### src/rtl/pwr_init_gen.sv
module pwr_init_gen #(
  parameter int PULSE_LEN   = 4,
  parameter int SYNC_STAGES = 2
) (
  input  logic       clk,
  input  logic       por_n,
  input  logic       bus_rst_n,
  input  logic       isolate_n,
  input  logic       aux_pwr,
  input  logic       pme_en,
  input  logic [1:0] pwr_state,
  input  logic       warm_boot,
  input  logic       bus_low_pwr,
  output logic       init_pulse,
  output logic       ctx_rst,
  output logic       float_en,
  output logic       ignore_in
);

  localparam int            CW    = $clog2(PULSE_LEN + 1);
  localparam logic [CW-1:0] LOAD  = CW'(PULSE_LEN);
  localparam logic [1:0]    ST_D3 = 2'd3;

  logic [SYNC_STAGES-1:0] rst_q, iso_q, aux_q;
  logic                   rst_d, iso_d, lowp_d;
  logic [CW-1:0]          cnt, pu_cnt;

  always_ff @(posedge clk or negedge por_n) begin
    if (!por_n) begin
      rst_q <= '1;
      iso_q <= '1;
      aux_q <= '0;
    end else begin
      rst_q <= {rst_q[SYNC_STAGES-2:0], bus_rst_n};
      iso_q <= {iso_q[SYNC_STAGES-2:0], isolate_n};
      aux_q <= {aux_q[SYNC_STAGES-2:0], aux_pwr};
    end
  end

  wire rst_s = rst_q[SYNC_STAGES-1];
  wire iso_s = iso_q[SYNC_STAGES-1];
  wire aux_s = aux_q[SYNC_STAGES-1];

  always_ff @(posedge clk or negedge por_n) begin
    if (!por_n) begin
      rst_d  <= 1'b1;
      iso_d  <= 1'b1;
      lowp_d <= 1'b0;
    end else begin
      rst_d  <= rst_s;
      iso_d  <= iso_s;
      lowp_d <= bus_low_pwr;
    end
  end

  wire in_d3      = (pwr_state == ST_D3);
  wire bus_rst_on = !rst_s && !aux_s;
  wire level_hold = bus_rst_on && !in_d3;
  wire rst_trail  = rst_s && !rst_d && !aux_s && in_d3;
  wire iso_trail  = iso_s && !iso_d;
  wire lowp_rise  = bus_low_pwr && !lowp_d;
  wire trig       = rst_trail || iso_trail || warm_boot || lowp_rise;

  always_ff @(posedge clk or negedge por_n) begin
    if (!por_n)           cnt <= LOAD;
    else if (trig)        cnt <= LOAD;
    else if (cnt != '0)   cnt <= cnt - 1'b1;
  end

  always_ff @(posedge clk or negedge por_n) begin
    if (!por_n)             pu_cnt <= LOAD;
    else if (pu_cnt != '0)  pu_cnt <= pu_cnt - 1'b1;
  end

  assign init_pulse = (cnt != '0) || level_hold;
  assign ctx_rst    = (pu_cnt != '0) || (init_pulse && !pme_en);
  assign float_en   = bus_rst_on;
  assign ignore_in  = bus_rst_on;

endmodule

### config.mk
export PLATFORM = sky130hd
export DESIGN_NAME = pwr_init_gen
export DESIGN_NICKNAME = d
export VERILOG_FILES = /design/src/rtl/pwr_init_gen.sv
export SDC_FILE = /design/constraint.sdc
export NUM_CORES = 1
export LEC_CHECK = 0
export CAP_MARGIN = 40
export CORE_UTILIZATION = 30
export CTS_CLUSTER_DIAMETER = 60
export DETAILED_ROUTE_END_ITERATION = 8
export GPL_ROUTABILITY_DRIVEN = 0
export MAX_ROUTING_LAYER = met4
export PLACE_DENSITY = 0.52
export RECOVER_POWER = 100
export SLEW_MARGIN = 20
export SYNTH_ARGS = -nofsm -noshare
export SYNTH_HDL_FRONTEND = slang
export SYNTH_SLANG_ARGS = --single-unit
export TNS_END_PERCENT = 20
### constraint.sdc
create_clock -name clk -period 4.8 [get_ports clk]
set_clock_uncertainty 0.2 [all_clocks]
set_input_delay 0.48 -clock clk [delete_from_list [all_inputs] [get_ports clk]]
set_output_delay 0.48 -clock clk [all_outputs]
set_load 0.01 [all_outputs]
==> flow_summary_export.csv <==
group,metric,value,unit
run_status,status,"finished clean",
power_and_ir_drop,leakagePower,0.000332,uW
critical_path,crit_fanout,3,
synthesis,syn-num-nets,60,
clock_network,hold_buffers,0,
timing,fin_ws,1890,ps
routing,wire_per_inst,9.64,um
clock_network,cts_max_path_buffers,2,
global_routing,grt_pass1_wl,1410,um
placement,place_area,762,um2
critical_path,worstPathCellList,"inv_1, ha_1, nor2b_1, a21boi_0, o21ai_0, dlygate4sd3_1",
critical_path,critPathCaptureType,"output pin",
clock_network,numCtsBuffers,3,
power_and_ir_drop,powerDensity,301,nW/um2
synthesis,synth.distinct_cells,19,
timing,period_share,0.605,
synthesis,ys_ff_latch,15,
timing,fmax,344,MHz
timing,post-route-min-period,2910,ps
timing,rsz0062_at_grt,"no",
floorplanning,coreArea,1820,um2
timing,relSlewSlack,0.571,
synthesis,seq_area_frac_synth,0.634,
routing,vias,360,
finish,area_growth,29.6,%
clock_network,root_buffer,"clkbuf_4",
finish,final_cell_mix,"dlygate4sd3_1 (10), inv_1 (7), dfrtp_1 (7), dfstp_2 (6), ha_1 (4)",
routing,first_iter_violations,1,
global_routing,grt_max_degree,16,
floorplanning,fp-row-count,15,
timing,finalSetupViolations,0,
critical_path,critPathArrivalTime,2230,ps
clock_network,clock_latency,270,ps
power_and_ir_drop,ir_drop,0.000150,V
synthesis,synth_area,608,um2
floorplanning,ios,14,
clock_network,cts.reportedPaths.clkPinSlew,80,ps
floorplanning,die-area,2210,um2
clock_network,cts_tree,"yes",
global_routing,antenna_found_initial,0,
floorplanning,die_y,47.0,um
synthesis,avgSynthCellArea,13.2,um2
routing,ant_nets,0,
routing,post-route-drc-count,0,
global_routing,grt_remaining_overflow,0,
finish,final_area,788,um2
clock_network,post_cts_resized,0,
finish,final_common_cell,"dlygate4sd3_1",
timing,worst_pin_slew,642,ps
clock_network,htreeDepth,1,
finish,post-route-util,0.433,
clock_network,cts_setup_buffers,0,
routing,avgViaCountPerCell,4.14,
power_and_ir_drop,total_power,238,uW
timing,drv_slew,0,
critical_path,cp.required,4120,ps
global_routing,grt_usage,0.106,
global_routing,grt_pass1_vias,328,
synthesis,netlist_instances,46,
finish,drive_gt1_frac,0.161,
critical_path,cp-start-kind,"flop",
synthesis,yosys.area.top_type,"dfstp_2",
critical_path,max_stage_delay,620,ps
run,maxCapViolCount,0,
synthesis,yosys-top-cells-area,"dfstp_2 (35%), dfrtp_1 (29%), ha_1 (8.2%), mux2i_1 (4.9%), inv_1 (4.3%)",
floorplanning,die_x,47.0,um
worst_hold_path,min_path_type,"flop to flop",
routing,dr.pass1.iters,2,
critical_path,slowest_stage,"dlygate4sd3_1",
finish,n_antenna_cell,0,
clock_network,cts_sinks,15,
floorplanning,start_util,0.334,
timing,hold_violations,0,
placement,io_buffers,13,
finish,nets,77,
critical_path,criticalPathCategory,"flop to output pin",
timing,finalSetupTns,0,ps
synthesis,synth_warnings,0,
synthesis,synth_top_area_share,0.346,
placement,dp_slack,2280,ps
routing,wl,839,um
[per-layer routing]
metal | vias up | wire length, um | global-route usage
met2 | 9 | 376 | 0.147
met4 | 0 | 19 | 0.103
met1 | 169 | 408 | 0.115
li1 | 180 | - | -
met5 | - | 0 | -
met3 | 2 | 34 | 0.0346
[layout make-up]
| type | instances | area [um2] |
|---|---|---|
| Multi-Input combinational cell | 23 | 189 |
| Fill cell | 174 | 1030 |
| Inverter | 7 | 26.3 |
| Timing Repair Buffer | 13 | 130 |
| Sequential cell | 15 | 385 |
| Tap cell | 25 | 31.3 |
| Clock buffer | 4 | 26.3 |
[cell usage after synthesis]
cell type and count:
a21boi_0 1, a221o_1 1, buf_4 1, dfrtp_1 7
dfstp_2 8, ha_1 4, inv_1 7, mux2_2 1
mux2i_1 3, nand2_1 1, nand2b_1 1, nor2_1 2
nor2b_1 2, nor3_1 1, nor3b_1 1, nor4b_1 1
o21ai_0 1, or3_1 1, xnor2_1 2
[sequential cells by signal (all words and copies together) (netlist names)]
| register | flops |
|---|---|
| iso_d | 1 |
| pu_cnt | 3 |
| cnt | 3 |
| iso_q | 2 |
| rst_d | 1 |
| aux_q | 2 |
| rst_q | 2 |
| lowp_d | 1 |
[kinds of logic (layout without fill, tap and decap cells)]
group                    count (synthesis)  after routing  synth area share
AO/OA/AOI/OAI                            3              3            0.0370
XOR/XNOR                                 2              2            0.0288
adder cells (fa/ha/maj)                  4              4            0.0823
buffers and inverters                    8             24            0.0556
flip-flops                              15             15             0.634
multiplexers                             4              4            0.0679
AND/OR/NAND/NOR                         10             10            0.0947
[through the flow]
| stage | hold WS, ps | cells |
|---|---|---|
| floorplan | -15.6 | 46 |
| global placement | 136 | 83 |
| detailed placement | 140 | 83 |
| CTS | 160 | 87 |
| global route | 163 | 87 |
| finish | 155 | 87 |
[power by group]
| part | switching, uW | internal (uW) |
|---|---|---|
| logic | 13.6 | 18.2 |
| clock network | 35.9 | 32.2 |
| registers | 2.52 | 135 |
| total | 52.0 | 186 |
[critical path, delay by kind of cell, from the launching register on]
family | cells | cell delay (ps)
fa+ha+maj | 1 | 170
buf+inv | 2 | 730
simple gates | 1 | 310
flops | 1 | 360
compound gates | 2 | 380
[final timing paths]
check | from | endpoint | slack (ps) | cells after the start
min in group asynchronous | por_n | aux_q[1]$_DFF_PN0_ | 460 | 1
max in group asynchronous | por_n | lowp_d$_DFF_PN0_ | 3520 | 1
hold reg to reg | aux_q[0]$_DFF_PN0_ | aux_q[1]$_DFF_PN0_ | 160 | 0
setup reg to reg | cnt[0]$_DFFE_PN0P_ | cnt[1]$_DFFE_PN0P_ | 3170 | 5
setup / recovery | cnt[0]$_DFFE_PN0P_ | ctx_rst | 1890 | 6
hold / removal | aux_q[0]$_DFF_PN0_ | aux_q[1]$_DFF_PN0_ | 160 | 0
No activity file was read; power rests on OpenSTA's default activity.
